<file path="src/rtl/uart_cts_pkg.sv">
package uart_cts_pkg;

  typedef enum logic [1:0] {
    ST_IDLE,
    ST_START,
    ST_DATA,
    ST_STOP
  } txState_t;

  // Strobes issued by the control to the datapath, at most one per cycle.
  typedef struct packed {
    logic loadChar;  // pop queue head into shifter, drive start bit
    logic shiftBit;  // drive next data bit
    logic markHigh;  // drive stop level
  } txStrobes_t;

endpackage

</file>
<file path="src/rtl/uart_cts_fifo.sv">
module uart_cts_fifo #(
  parameter int DEPTH  = 16,
  parameter int DATA_W = 8,
  parameter int LVL_W  = $clog2(DEPTH + 1)
) (
  input  logic              clk,
  input  logic              rstN,
  input  logic              wrEn,
  input  logic [DATA_W-1:0] wrData,
  input  logic              fifoEn,
  input  logic              popEn,
  output logic [DATA_W-1:0] rdData,
  output logic [LVL_W-1:0]  level,
  output logic              notFull,
  output logic              empty,
  output logic              overflow
);

  localparam int PTR_W = (DEPTH > 1) ? $clog2(DEPTH) : 1;

  logic [DATA_W-1:0] mem [DEPTH];
  logic [PTR_W-1:0]  wrPtr, rdPtr;
  logic [LVL_W-1:0]  capacity;
  logic              accept;

  function automatic logic [PTR_W-1:0] ptrNext(input logic [PTR_W-1:0] p);
    return (p == PTR_W'(DEPTH - 1)) ? '0 : p + 1'b1;
  endfunction

  // Disabled queue behaves as a single holding slot.
  assign capacity = fifoEn ? LVL_W'(DEPTH) : LVL_W'(1);
  assign notFull  = (level < capacity);
  assign empty    = (level == '0);
  assign accept   = wrEn && notFull;
  assign rdData   = mem[rdPtr];

  always_ff @(posedge clk) begin
    if (accept) mem[wrPtr] <= wrData;
  end

  always_ff @(posedge clk) begin
    if (!rstN) begin
      wrPtr    <= '0;
      rdPtr    <= '0;
      level    <= '0;
      overflow <= 1'b0;
    end else begin
      if (accept) wrPtr <= ptrNext(wrPtr);
      if (popEn)  rdPtr <= ptrNext(rdPtr);
      case ({accept, popEn})
        2'b10:   level <= level + 1'b1;
        2'b01:   level <= level - 1'b1;
        default: level <= level;
      endcase
      if (wrEn && !notFull) overflow <= 1'b1;
    end
  end

endmodule

</file>
<file path="src/rtl/uart_cts_datapath.sv">
module uart_cts_datapath
  import uart_cts_pkg::*;
#(
  parameter int DEPTH  = 16,
  parameter int DATA_W = 8,
  parameter int LVL_W  = $clog2(DEPTH + 1)
) (
  input  logic              clk,
  input  logic              rstN,
  input  logic              wrEn,
  input  logic [DATA_W-1:0] wrData,
  input  logic              fifoEn,
  input  txStrobes_t        strb,
  output logic              txd,
  output logic              fifoEmpty,
  output logic [LVL_W-1:0]  fifoLevel,
  output logic              fifoNotFull,
  output logic              overflow
);

  logic [DATA_W-1:0] headData;
  logic [DATA_W-1:0] shReg;

  uart_cts_fifo #(
    .DEPTH (DEPTH),
    .DATA_W(DATA_W),
    .LVL_W (LVL_W)
  ) u_fifo (
    .clk     (clk),
    .rstN    (rstN),
    .wrEn    (wrEn),
    .wrData  (wrData),
    .fifoEn  (fifoEn),
    .popEn   (strb.loadChar),
    .rdData  (headData),
    .level   (fifoLevel),
    .notFull (fifoNotFull),
    .empty   (fifoEmpty),
    .overflow(overflow)
  );

  always_ff @(posedge clk) begin
    if (!rstN) begin
      txd   <= 1'b1;
      shReg <= '0;
    end else if (strb.loadChar) begin
      shReg <= headData;
      txd   <= 1'b0;
    end else if (strb.shiftBit) begin
      txd   <= shReg[0];
      shReg <= {1'b0, shReg[DATA_W-1:1]};
    end else if (strb.markHigh) begin
      txd   <= 1'b1;
    end
  end

endmodule

</file>
<file path="src/rtl/uart_cts_ctrl.sv">
module uart_cts_ctrl
  import uart_cts_pkg::*;
#(
  parameter int OVS    = 4,
  parameter int DATA_W = 8
) (
  input  logic       clk,
  input  logic       rstN,
  input  logic       bitTick,
  input  logic       fifoEmpty,
  input  logic       afcEn,
  input  logic       fifoEn,
  input  logic       ctsN,
  output txStrobes_t strb,
  output logic       frameBusy
);

  localparam int SUB_W = (OVS > 1) ? $clog2(OVS) : 1;
  localparam int BIT_W = (DATA_W > 1) ? $clog2(DATA_W) : 1;
  localparam logic [SUB_W-1:0] SUB_LAST = SUB_W'(OVS - 1);
  localparam logic [SUB_W-1:0] SUB_MID  = SUB_W'(OVS / 2 - 1);
  localparam logic [BIT_W-1:0] BIT_LAST = BIT_W'(DATA_W - 1);

  txState_t         state, stateNx;
  logic [SUB_W-1:0] subCnt;
  logic [BIT_W-1:0] bitIdx;
  logic             ctsHold;
  logic             autoActive, mayStartNow, mayChain, bitEnd;

  assign autoActive  = afcEn && fifoEn;
  assign mayStartNow = !fifoEmpty && !(autoActive && ctsN);
  assign mayChain    = !fifoEmpty && !ctsHold;
  assign bitEnd      = bitTick && (subCnt == SUB_LAST);
  assign frameBusy   = (state != ST_IDLE);

  always_comb begin
    strb    = '0;
    stateNx = state;
    unique case (state)
      ST_IDLE: begin
        if (bitTick && mayStartNow) begin
          strb.loadChar = 1'b1;
          stateNx       = ST_START;
        end
      end
      ST_START: begin
        if (bitEnd) begin
          strb.shiftBit = 1'b1;
          stateNx       = ST_DATA;
        end
      end
      ST_DATA: begin
        if (bitEnd) begin
          if (bitIdx == BIT_LAST) begin
            strb.markHigh = 1'b1;
            stateNx       = ST_STOP;
          end else begin
            strb.shiftBit = 1'b1;
          end
        end
      end
      ST_STOP: begin
        if (bitEnd) begin
          if (mayChain) begin
            strb.loadChar = 1'b1;
            stateNx       = ST_START;
          end else begin
            stateNx = ST_IDLE;
          end
        end
      end
      default: stateNx = ST_IDLE;
    endcase
  end

  always_ff @(posedge clk) begin
    if (!rstN) begin
      state   <= ST_IDLE;
      subCnt  <= '0;
      bitIdx  <= '0;
      ctsHold <= 1'b0;
    end else begin
      state <= stateNx;
      if (state == ST_IDLE || strb.loadChar) subCnt <= '0;
      else if (bitTick) subCnt <= bitEnd ? '0 : subCnt + 1'b1;
      if (state == ST_START && bitEnd)     bitIdx <= '0;
      else if (state == ST_DATA && bitEnd) bitIdx <= bitIdx + 1'b1;
      // Single flow-control sample per frame, mid stop bit.
      if (state == ST_STOP && bitTick && subCnt == SUB_MID)
        ctsHold <= autoActive && ctsN;
    end
  end

endmodule

</file>
<file path="src/rtl/uart_cts_tx.sv">
module uart_cts_tx
  import uart_cts_pkg::*;
#(
  parameter int DEPTH  = 16,
  parameter int DATA_W = 8,
  parameter int OVS    = 4,
  localparam int LVL_W = $clog2(DEPTH + 1)
) (
  input  logic              clk,
  input  logic              rstN,
  input  logic              bitTick,
  input  logic              wrEn,
  input  logic [DATA_W-1:0] wrData,
  input  logic              afcEn,
  input  logic              fifoEn,
  input  logic              ctsN,
  output logic              txd,
  output logic [LVL_W-1:0]  fifoLevel,
  output logic              fifoNotFull,
  output logic              overflow
);

  txStrobes_t strb;
  logic       fifoEmpty;
  logic       frameBusy;

  uart_cts_ctrl #(
    .OVS   (OVS),
    .DATA_W(DATA_W)
  ) u_ctrl (
    .clk      (clk),
    .rstN     (rstN),
    .bitTick  (bitTick),
    .fifoEmpty(fifoEmpty),
    .afcEn    (afcEn),
    .fifoEn   (fifoEn),
    .ctsN     (ctsN),
    .strb     (strb),
    .frameBusy(frameBusy)
  );

  uart_cts_datapath #(
    .DEPTH (DEPTH),
    .DATA_W(DATA_W),
    .LVL_W (LVL_W)
  ) u_dp (
    .clk        (clk),
    .rstN       (rstN),
    .wrEn       (wrEn),
    .wrData     (wrData),
    .fifoEn     (fifoEn),
    .strb       (strb),
    .txd        (txd),
    .fifoEmpty  (fifoEmpty),
    .fifoLevel  (fifoLevel),
    .fifoNotFull(fifoNotFull),
    .overflow   (overflow)
  );

endmodule

</file>
<file path="config.mk">
export PLATFORM = sky130hd
export DESIGN_NAME = uart_cts_tx
export DESIGN_NICKNAME = d
export VERILOG_FILES = /design/src/rtl/uart_cts_pkg.sv /design/src/rtl/uart_cts_fifo.sv /design/src/rtl/uart_cts_datapath.sv /design/src/rtl/uart_cts_ctrl.sv /design/src/rtl/uart_cts_tx.sv
export SDC_FILE = /design/constraint.sdc
export NUM_CORES = 1
export LEC_CHECK = 0
export ABC_CLOCK_PERIOD_IN_PS = 7400
export BUFFER_PORTS_ARGS = -buffer_cell sky130_fd_sc_hd__buf_2
export CORE_ASPECT_RATIO = 1.75
export CORE_UTILIZATION = 65
export DETAILED_ROUTE_END_ITERATION = 16
export PLACE_DENSITY = 0.84
export SLEW_MARGIN = 20
export SYNTH_ARGS = -nofsm -noshare
export SYNTH_HDL_FRONTEND = slang
export SYNTH_SLANG_ARGS = --single-unit
</file>
<file path="constraint.sdc">
create_clock -name clk -period 7.4 [get_ports clk]
set_clock_uncertainty 0.15 [all_clocks]
set_input_delay 1.85 -clock clk [delete_from_list [all_inputs] [get_ports clk]]
set_output_delay 1.85 -clock clk [all_outputs]
set_load 0.02 [all_outputs]
</file>
# Word level (Yosys, flattened, before mapping)
# Memories as Yosys holds them, arrays and structs flattened. A register that Yosys moved wholly into a read port is not among the register bits.
# Index checks and enable logic that the tools add are counted.
# totals
ff_bits	31
mem_bits_rw	128
out_inout_bits	8
wordCells	90
n_memories	1
# memory_table
memory	depth	word_bits	rd	rd_ports_with_merged_regs	wr	line_no	text
u_dp.u_fifo.mem	16	8	1	1	1	uart_cts_fifo.sv:21	logic [DATA_W-1:0] mem [DEPTH];
# classes
addsub	6
n_lt_le_gt_ge	1
n_eq_ne	15
muxes	31
n_bitwise	1
n_reduce_logical	25
# ops
operator	count
4-bit 2-to-1 mux	4
8-bit 2-to-1 mux	2
2-bit 2-to-1 mux	7
1-bit 2-to-1 mux	13
1-bit logical AND	12
2-bit by 1-bit != test with 1-bit output (second input constant)	5
5-bit case mux with 2 select lines	1
4-bit by 1-bit adder with 4-bit output (second input constant)	2
2-bit == test (second input constant)	4
4-bit == test (second input constant)	2
2-bit case mux with 4 select lines	1
2-bit by 1-bit == test with 1-bit output (second input constant)	3
5-bit by 1-bit adder with 5-bit output (second input constant)	1
5-bit zero test	1
5-bit less-than comparator	1
5-bit 2-to-1 mux	1
5-bit AND reduction	1
5-bit by 1-bit subtractor with 5-bit output (second input constant)	1
1-bit zero test	4
1-bit case mux with 2 select lines	2
2-bit nonzero test	2
2-bit OR reduction	2
3-bit by 1-bit adder with 3-bit output (second input constant)	1
3-bit == test (second input constant)	1
other kinds (5)	5

# Logic depth before layout (Yosys ltp)
# Gate-level depths: netlist (run 1).
# depth
word_depth	9
mapped_depth	15
ltp_nobuf	13

# Modules after synthesis
# Synthesis (run 1) repeated with hierarchy kept, for this count alone.
# unflattened
hier_cells	434
hier_area_um2	6924.1
# by_module_without_submodules
module	n_inst	cells_each	area_per_inst_um2
uart_cts_fifo	1	329	5893.2
uart_cts_ctrl	1	66	571.8
uart_cts_datapath	1	39	459.2

# Worst setup path after synthesis (run 1)
# Ideal clock, no wire load.
# synth_path
path_type	in2out
from	input fifoEn
to	output fifoNotFull
arrival_time_ps	2598
t_required_ps	5400
slack_ps	2802
stages	5
n_path_buf	0
cell_sequence	inv_1 -> ha_1 -> o21ai_2 -> or2b_1 -> inv_1
# synth_via
elab_chain_cells	2
# synth_lines
item	line_no	text
start: declaration	uart_cts_tx.sv:15	input logic fifoEn,
5-bit 2-to-1 mux	uart_cts_fifo.sv:31	assign capacity = fifoEn ? LVL_W'(DEPTH) : LVL_W'(1);
5-bit less-than comparator	uart_cts_fifo.sv:32	assign notFull = (level < capacity);
end: declaration	uart_cts_tx.sv:19	output logic fifoNotFull,
# No other way between the ends.

# Worst setup path in the final report (run 1)
# Same ends and word-level chain as after synthesis.

==> results of run 1 <==
==> worst reg2reg max path: stages, from the launching register on <==
cell and delay, ps:
dfxtp_1 420, ha_1 240, nor2b_1 200, a22oi_1 120, or3_1 550, inv_1 440
ha_1 450, xor2_1 120, ha_1 190, a21oi_1 250, xor2_1 120, or3_1 320
a21oi_1 150
==> registers in the layout, indices dropped and copies added (netlist names), named ones only <==
register              cells
u_ctrl.state              2
u_dp.u_fifo.mem         128
u_dp.u_fifo.wrPtr         4
u_ctrl.subCnt             2
u_ctrl.ctsHold            1
u_dp.txd                  1
u_dp.shReg                8
u_dp.u_fifo.overflow      1
u_dp.u_fifo.rdPtr         4
u_ctrl.bitIdx             3
u_dp.u_fifo.level         5
==> final timing paths <==
check / end / depth (start not counted)
hold / removal: u_dp.u_fifo.overflow / 2
setup / recovery: fifoNotFull / 7
setup reg to reg: u_dp.u_fifo.level[2] / 12
hold reg to reg: u_dp.u_fifo.overflow / 2
==> cell type report <==
class | count | area [um^2] | share of cell area (%)
clock buffer | 17 | 425.4 | 5.627
clock inverter | 15 | 157.7 | 2.085
inverter | 12 | 45.04 | 0.5958
multi-input combinational | 242 | 2068 | 27.36
sequential | 163 | 4544 | 60.11
tap | 125 | 156.4 | 2.069
timing repair buffer | 29 | 162.7 | 2.152
==> kinds of logic (layout without fill, tap and decap cells) <==
family          after synthesis  in the layout  share of synthesized area (%)
compound gates               69             69                          6.450
xor+xnor                      5              5                         0.6487
fa+ha+maj                    18             18                          3.336
buf+inv                      31             73                          2.039
flops                       163            163                          67.32
mux                          40             40                          11.68
simple gates                110            110                          8.527
==> report_power, final <==
part | switching, mW | internal [mW] | total, mW
registers | 0.0411 | 1.04 | 1.08
logic | 0.253 | 0.179 | 0.432
clock network | 0.362 | 0.499 | 0.862
==> routing by layer <==
metal	GRT usage, %	wire, um
met2	51.34	7865
met4	12.53	357
met3	6.200	553
met5	0	0
met1	30.47	4916
==> placed cells by master (no fill, tap or decap), types with 4 or more instances in the layout <==
master and count:
edfxtp_1 128, dfxtp_1 35, mux4_2 31, nand2_1 30, buf_2 22, ha_1 18, nor2_1 17, clkbuf_16 17
a21oi_1 15, o21ai_0 13, inv_1 11, and2_1 11, nor3_1 10, mux2i_1 9, o22ai_1 9, a22oi_1 8
and3_1 8, buf_4 7, nor2b_1 6, nand3_1 5, nor4_1 5, o21a_1 5, xor2_1 4, a31oi_1 4
nand2b_1 4, clkinv_4 4
==> results.yml, run 1 <==
run_status:
  status: "completed"
synth:
  syn_inst: 436
  synth.distinct_cells: 47
  ys_seq_area_share_pct: 67.32
  yosys.area.top_type: "edfxtp_1"
  synthArstFlopShare_pct: 0
  syn_area_per_cell_um2: 15.48
  synth_warnings: 0
  synth_top_area_share_pct: 56.94
  yosysMostFrequentCell: "edfxtp_1"
  synth_edf_count: 128
  syn-num-nets: 469
  syn_area_um2: 6750
  ys_top_cells_by_count: "128 x edfxtp_1, 35 x dfxtp_1, 31 x mux4_2"
  synth_seq_cells: 163
  synth_top_flop_cell: "edfxtp_1"
  synth_area_leaders: "edfxtp_1 57%, dfxtp_1 10%, mux4_2 10%"
critical_path:
  timing.rr.start: "u_ctrl.state[1]"
  crit_family: "buffers and inverters"
  cp-start-kind: "input pin"
  crit_chain: "buf_2, inv_1, ha_1, o21ai_2, or2b_1, inv_1, buf_2"
  critPathKind: "input pin to primary output"
  startpoint: "fifoEn"
  cp_num_buf_inv: 4
  critPathMaxStageDelay_ps: 290
  end_kind: "primary output"
  cpMaxStageDelayCell: "ha_1"
  rrSetupSlack_ps: 3620
  required_ps: 5400
  cp_max_fo: 3
  crit_arrival_ps: 2810
floorplan:
  die_w_um: 79.04
  io_pins: 23
  num_rows: 48
  die_y_um: 136.8
  die-area_um2: 10810
  core_area_um2: 9970
  start_util_pct: 67.71
clock_network:
  postCtsHoldBufs: 0
  cts_root_buf: "clkbuf_16"
  cts.repair.resized: 0
  h-tree-depth: 4
  clkLatencyLatePin_ps: 430
  clockBufferDepth: 2
  cts.sinks: 163
  cts_tree: "done"
  postCtsSetupBuffers: 0
  path_clk_slew_ps: 60
  numCtsBuffers: 17
final_layout:
  fin_cells: 603
  final_core_util_pct: 75.83
  n_fill_cell: 567
  drive_above_1_share_pct: 20.08
  areaGrowthSynthToFinish_pct: 11.99
  fin_nets: 498
  fin_area_um2: 7560
  diodes: 0
min_path:
  hp-class: "flop to flop"
  worstHoldStart: "u_dp.u_fifo.overflow"
timing:
  max_slew.worst_pin.slew_ps: 781.9
  slew_violations: 0
  min_period_ps: 4814
  slew_headroom_pct: 47.82
  rsz0062_at_grt: "false"
  whs_ps: 321.4
  fin_tns_setup_ps: 0
  finalCritPeriodShare_pct: 65.05
  timing.final.ws_setup_ps: 2586
  hold_violations: 0
  fmax_ghz: 0.2077
  finalSetupViolCount: 0
grt:
  grt_overflow_total: 0
  grt_pass1_wl_mm: 21.28
  antenna_found_initial: 0
  grt_max_degree: 35
  first_global_vias: 3985
  track_usage_pct: 28.04
pwr:
  p_total_mw: 2.379
  vdd_ir_drop_max_mv: 0.2284
  power.density_nw_per_um2: 314.7
  leakage_nw: 2.577
drt:
  drc_errors: 0
  routedWlPerCell_um: 22.71
  via_count: 3855
  routed_via_density: 6.393
  finalWirelength_mm: 13.69
  first_iter_violations: 342
  ant_nets: 0
  dr.pass1.iters: 4
run:
  drv_cap: 0
place:
  dp_hpwl_mm: 9.088
  portBuffers: 22
  dpl_worst_slack_ps: 2435
  place_congestion: 0.8744
  place_inst: 571
  place_area_um2: 6977
No activity file was read; power rests on OpenSTA's default activity.
==> run 2: changes to the inputs <==
--- a/config.mk
+++ b/config.mk
@@ -5,12 +5,13 @@
 export SDC_FILE = /design/constraint.sdc
 export NUM_CORES = 1
 export LEC_CHECK = 0
-export ABC_CLOCK_PERIOD_IN_PS = 7400
+export ABC_AREA = 1
+export ABC_CLOCK_PERIOD_IN_PS = 3900
 export BUFFER_PORTS_ARGS = -buffer_cell sky130_fd_sc_hd__buf_2
 export CORE_ASPECT_RATIO = 1.75
-export CORE_UTILIZATION = 65
+export CORE_UTILIZATION = 56
 export DETAILED_ROUTE_END_ITERATION = 16
-export PLACE_DENSITY = 0.84
+export PLACE_DENSITY = 0.77
 export SLEW_MARGIN = 20
 export SYNTH_ARGS = -nofsm -noshare
 export SYNTH_HDL_FRONTEND = slang
==> constraint.sdc (replaced) <==
create_clock -name clk -period 3.9 [get_ports clk]
set_clock_uncertainty 0.15 [all_clocks]
set_input_delay 0.975 -clock clk [delete_from_list [all_inputs] [get_ports clk]]
set_output_delay 0.975 -clock clk [all_outputs]
set_load 0.02 [all_outputs]
==> run 2 against run 1 <==
  * Utilization decreased by 13 points
  * Total power increased by 110%
  * Flip-flop and latch count unchanged
  * Critical path type unchanged
  * Synthesized cell count increased by 71%
  * Largest power group unchanged
  * Sequential power increased by 94%
==> results.yml, run 2 <==
synth:
  ys_top_cells_by_count: "183 x nand2_1, 128 x edfxtp_1, 97 x nand3_1"
  synth_top_flop_cell: "edfxtp_1"
  synth_top_area_share_pct: 52.35
  synth.distinct_cells: 35
  syn_area_um2: 7342
  ys_seq_area_share_pct: 61.90
  yosys.area.top_type: "edfxtp_1"
  syn_inst: 746
  yosysMostFrequentCell: "nand2_1"
  synth_area_leaders: "edfxtp_1 52%, dfxtp_1 9.5%, nand2_1 9.4%"
  synth_edf_count: 128
  syn-num-nets: 779
  synth_warnings: 0
  synthArstFlopShare_pct: 0
  syn_area_per_cell_um2: 9.842
  synth_seq_cells: 163
drt:
  finalWirelength_mm: 16.71
  via_count: 5232
  first_iter_violations: 503
  routed_via_density: 5.542
  drc_errors: 0
  routedWlPerCell_um: 17.70
  ant_nets: 0
  dr.pass1.iters: 6
critical_path:
  timing.rr.start: "u_ctrl.state[0]"
  r2r_cells: 16
  critPathKind: "input pin to primary output"
  rrSetupSlack_ps: 1170
  startpoint: "fifoEn"
  required_ps: 2770
  cp-start-kind: "input pin"
  r2r_end: "u_dp.u_fifo.level[4]"
  worstSetupEndpoint: "fifoNotFull"
  end_kind: "primary output"
  crit_arrival_ps: 1830
  cp_max_fo: 3
final_layout:
  drive_above_1_share_pct: 9.961
  areaGrowthSynthToFinish_pct: 9.901
  fin_cells: 944
  final_cell_mix: "183 x nand2_1, 128 x edfxtp_1, 97 x nand3_1"
  diodes: 0
  final_common_cell: "nand2_1"
  largest_reg_flops: 128
  regMostFlops: "u_dp.u_fifo.mem"
  fin_nets: 793
  reg_top3: "u_dp.u_fifo.mem: 128 flops, u_dp.shReg: 8 flops, u_dp.u_fifo.level: 5 flops"
timing:
  finalSetupViolCount: 0
  max_slew.worst_pin.slew_ps: 975.9
  hold_violations: 0
  slew_violations: 0
  fin_tns_setup_ps: 0
  min_period_ps: 2959
  fmax_ghz: 0.3379
  timing.final.ws_setup_ps: 940.7
  finalCritPeriodShare_pct: 75.88
  whs_ps: 322.5
  rsz0062_at_grt: "false"
  slew_headroom_pct: 34.85
place:
  place_congestion: 0.8879
  portBuffers: 22
  place_inst: 912
  dp_hpwl_mm: 11.17
  dpl_worst_slack_ps: 663.2
grt:
  grt_max_degree: 68
  track_usage_pct: 27.11
  antenna_found_initial: 0
  first_global_vias: 5441
  grt_overflow_total: 0
  grt_pass1_wl_mm: 26.98
run_status:
  status: "completed"
pwr:
  vdd_ir_drop_max_mv: 0.5114
  p_total_mw: 5.104
  power.density_nw_per_um2: 632.5
  leakage_nw: 3.287
floorplan:
  die_w_um: 88.56
  num_rows: 55
  die-area_um2: 13590
  core_area_um2: 12870
  die_y_um: 153.5
  io_pins: 23
  start_util_pct: 57.05
clock_network:
  postCtsHoldBufs: 0
  clkLatencyLatePin_ps: 420
  path_clk_slew_ps: 60
  numCtsBuffers: 17
  cts_root_buf: "clkbuf_16"
  cts_tree: "done"
  clockBufferDepth: 2
  cts.sinks: 163
  cts.repair.resized: 0
  postCtsSetupBuffers: 0
  h-tree-depth: 4
min_path:
  hp-class: "flop to flop"
  worstHoldStart: "u_dp.u_fifo.overflow"
run:
  drv_cap: 0
## run 2: metal layers
metal	wire, um	up-vias	track usage [%]	share of wire (%)
met5	0	-	0	0
met1	5904	2496	29.44	35
met4	876	0	15.59	5.2
met3	765	51	5.562	4.6
met2	9167	188	47.44	55
li1	-	2497	-	-
## run 2: area by class of cell
type	instances	area [um^2]
Fill cell	1045	4800
Timing Repair Buffer	26	140.1
Multi-Input combinational cell	460	2253
Tap cell	171	214.0
Clock buffer	19	432.9
Inverter	92	355.3
Clock inverter	13	127.6
Sequential cell	163	4546
## run 2: cell families after synthesis
family	count (synthesis)	synth area share, %
and+or+nand+nor	365	21.40
DFF	163	61.90
buffers and inverters	123	7.413
AOI/OAI and AO/OA	71	5.504
adders and majority gates	18	3.068
xor gates and xnor gates	6	0.7157
## run 2: worst min-delay path by stage
| stage | endpoint | slack [ps] | depth (start not counted) |
|---|---|---|---|
| floorplan | u_ctrl.bitIdx[1] | 290 | 2 |
| global placement | u_ctrl.bitIdx[1] | 300 | 2 |
| detailed placement | u_dp.u_fifo.overflow | 310 | 2 |
| CTS | u_dp.u_fifo.overflow | 320 | 2 |
| global route | u_ctrl.bitIdx[1] | 350 | 2 |
| finish | u_dp.u_fifo.overflow | 320 | 2 |
## run 2: worst max-delay path, stage by stage
cell and delay, ps:
buf_2 80, inv_1 40, ha_1 290, a21oi_2 230
buf_2 210
## run 2: where the power goes
part | switching, mW | internal [mW]
logic | 1.00 | 0.435
registers | 0.0908 | 2.00
clock network | 0.688 | 0.887
total | 1.78 | 3.32
## run 2: metrics by stage
step / utilization [%] / cell area, um^2
after floorplan: - / 7342
after global placement: 58.35 / 7508
after detailed placement: 58.35 / 7508
after CTS: 62.70 / 8069
after global routing: 62.70 / 8069
final: 62.70 / 8069
==> run 3: changes to the inputs <==
--- a/config.mk
+++ b/config.mk
@@ -6,12 +6,12 @@
 export NUM_CORES = 1
 export LEC_CHECK = 0
 export ABC_AREA = 1
-export ABC_CLOCK_PERIOD_IN_PS = 3900
+export ABC_CLOCK_PERIOD_IN_PS = 3080
 export BUFFER_PORTS_ARGS = -buffer_cell sky130_fd_sc_hd__buf_2
 export CORE_ASPECT_RATIO = 1.75
-export CORE_UTILIZATION = 56
+export CORE_UTILIZATION = 62
 export DETAILED_ROUTE_END_ITERATION = 16
-export PLACE_DENSITY = 0.77
+export PLACE_DENSITY = 0.81
 export SLEW_MARGIN = 20
 export SYNTH_ARGS = -nofsm -noshare
 export SYNTH_HDL_FRONTEND = slang
==> constraint.sdc (replaced) <==
create_clock -name clk -period 3.08 [get_ports clk]
set_clock_uncertainty 0.15 [all_clocks]
set_input_delay 0.77 -clock clk [delete_from_list [all_inputs] [get_ports clk]]
set_output_delay 0.77 -clock clk [all_outputs]
set_load 0.02 [all_outputs]
==> run 3 against run 2 <==
  * The run now ends with design-rule violations left
  * First-iteration DRC count shrank 2.0%
  * Routed wire length grew 0.84%
  * Die area shrank 9.5%
  * Combinational power grew 29%
  * Register-to-register slack lost 930 ps
  * Setup slack lost 710 ps
  * Worst hold slack lost 2.8 ps
  * Final cell count shrank 1.9%
  * Total power grew 29%
  * Clock power grew 31%
  * Sequential share of layout area shrank 0.79 points
  * Critical path depth grew 11
  * Largest power group unchanged
==> results.yml, run 3 (same netlist as run 2, synthesis figures left out) <==
floorplan:
  num_rows: 52
  die_y_um: 146.0
  start_util_pct: 63.40
  io_pins: 23
  die-area_um2: 12300
  die_w_um: 84.26
  core_area_um2: 11580
pwr:
  p_seq_share_pct: 40.4
  internal_power_mw: 4.358
  power.switching_mw: 2.210
  clockPowerShare_pct: 31.3
  leakage_nw: 3.408
  pwr-share-comb_pct: 28.3
  power.density_nw_per_um2: 802.4
  power_switching_share_pct: 33.65
  vdd_ir_drop_max_mv: 0.5563
  p_total_mw: 6.567
grt:
  grt_overflow_total: 0
  antenna_found_initial: 0
  track_usage_pct: 28.99
  first_global_vias: 5505
  grt_max_degree: 68
  grt_pass1_wl_mm: 26.75
critical_path:
  timing.rr.start: "u_ctrl.state[0]"
  worstSetupEndpoint: "u_dp.u_fifo.level[4]"
  r2r_end: "u_dp.u_fifo.level[4]"
  startpoint: "u_ctrl.state[0]"
  required_ps: 3280
  r2r_cells: 16
  cp-start-kind: "flop"
  cp_max_fo: 6
  end_kind: "flop"
  rrSetupSlack_ps: 240
  critPathKind: "flop to flop"
  crit_arrival_ps: 3040
drt:
  via_count: 5453
  ant_nets: 0
  first_iter_violations: 493
  routedWlPerCell_um: 18.20
  routed_via_density: 5.889
  drc_errors: 2
  dr.pass1.iters: 12
  finalWirelength_mm: 16.85
min_path:
  hp-class: "flop to flop"
  worstHoldStart: "u_dp.u_fifo.overflow"
final_layout:
  areaGrowthSynthToFinish_pct: 11.47
  reg_top3: "u_dp.u_fifo.mem: 128 flops, u_dp.shReg: 8 flops, u_dp.u_fifo.level: 5 flops"
  diodes: 0
  drive_above_1_share_pct: 11.88
  largest_reg_flops: 128
  regMostFlops: "u_dp.u_fifo.mem"
  final_cell_mix: "183 x nand2_1, 128 x edfxtp_1, 97 x nand3_1"
  fin_nets: 811
  final_common_cell: "nand2_1"
timing:
  rsz0062_at_grt: "false"
  max_slew.worst_pin.slew_ps: 708.7
  fmax_ghz: 0.3516
  finalCritPeriodShare_pct: 92.35
  min_period_ps: 2844
  slew_violations: 0
  finalSetupViolCount: 0
  slew_headroom_pct: 52.75
  fin_tns_setup_ps: 0
  hold_violations: 0
clock_network:
  path_clk_slew_ps: 60
  postCtsHoldBufs: 0
  clkLatencyLatePin_ps: 420
  clockBufferDepth: 2
  h-tree-depth: 4
  cts.repair.resized: 0
  cts.sinks: 163
  cts_tree: "done"
  numCtsBuffers: 17
  cts_root_buf: "clkbuf_16"
  postCtsSetupBuffers: 0
run_status:
  violations: "design-rule violations"
  status: "finished with violations"
place:
  place_congestion: 0.7823
  dp_hpwl_mm: 10.74
  portBuffers: 22
run:
  drv_cap: 0
## run 3: power groups by stage
stage	sequential [mW]	clock, mW	combinational (mW)
after floorplan	2.70	0	1.36
after global routing	2.67	2.16	2.04
after CTS	2.65	2.06	1.84
final	2.65	2.06	1.86
after global placement	2.68	0	1.70
after detailed placement	2.69	0	1.81
## run 3: how the worst min path moves through the flow
stage	slack, ps	depth (start not counted)	to
after floorplan	290	2	u_ctrl.bitIdx[1]
after global placement	300	2	u_dp.u_fifo.overflow
after detailed placement	310	2	u_dp.u_fifo.overflow
after CTS	320	2	u_dp.u_fifo.overflow
after global routing	360	2	u_dp.shReg[7]
final	320	2	u_dp.u_fifo.overflow
## run 3: layout make-up
class / instances / area, um^2
Sequential cell: 163 / 4546
Fill cell: 758 / 3397
Multi-Input combinational cell: 460 / 2253
Clock buffer: 25 / 518.0
Inverter: 92 / 355.3
Timing Repair Buffer: 44 / 275.3
Tap cell: 135 / 168.9
Clock inverter: 7 / 67.56
## run 3: per-stage QoR
step | instance area [um^2] | util [%] | instances | setup WS, ps | hold slack, ps
after floorplan | 7342 | - | 746 | 106.3 | 292.8
after global placement | 7599 | 65.61 | 894 | 210.2 | 300.3
after detailed placement | 7599 | 65.61 | 894 | -27.97 | 307.5
after CTS | 8184 | 70.67 | 926 | 234.1 | 323.0
after global routing | 8184 | 70.67 | 926 | 2.899 | 355.3
final | 8184 | 70.67 | 926 | 235.7 | 319.7
## run 3: worst max-delay path, cell delays in order, from the launching register on
cell      delay, ps
dfxtp_1         410
ha_1            220
inv_1            60
nor2_1          250
nand3_4         120
a21oi_4         160
ha_1            300
xor2_1          260
ha_1            230
inv_1            60
nand2_1         100
nand3b_1        110
nand2_1          90
nand2_1          50
nand2_1          50
nand2_1          50
a21oi_1         110
## run 3: per-layer routing
| layer | up-vias | routed length [um] | global-route usage, % | part of all wire (%) |
|---|---|---|---|---|
| met5 | - | 0 | 0 | 0 |
| met2 | 290 | 9279 | 53.36 | 55 |
| li1 | 2535 | - | - | - |
| met4 | 0 | 756 | 16.29 | 4.5 |
| met1 | 2567 | 5749 | 30.80 | 34 |
| met3 | 61 | 1068 | 4.991 | 6.3 |
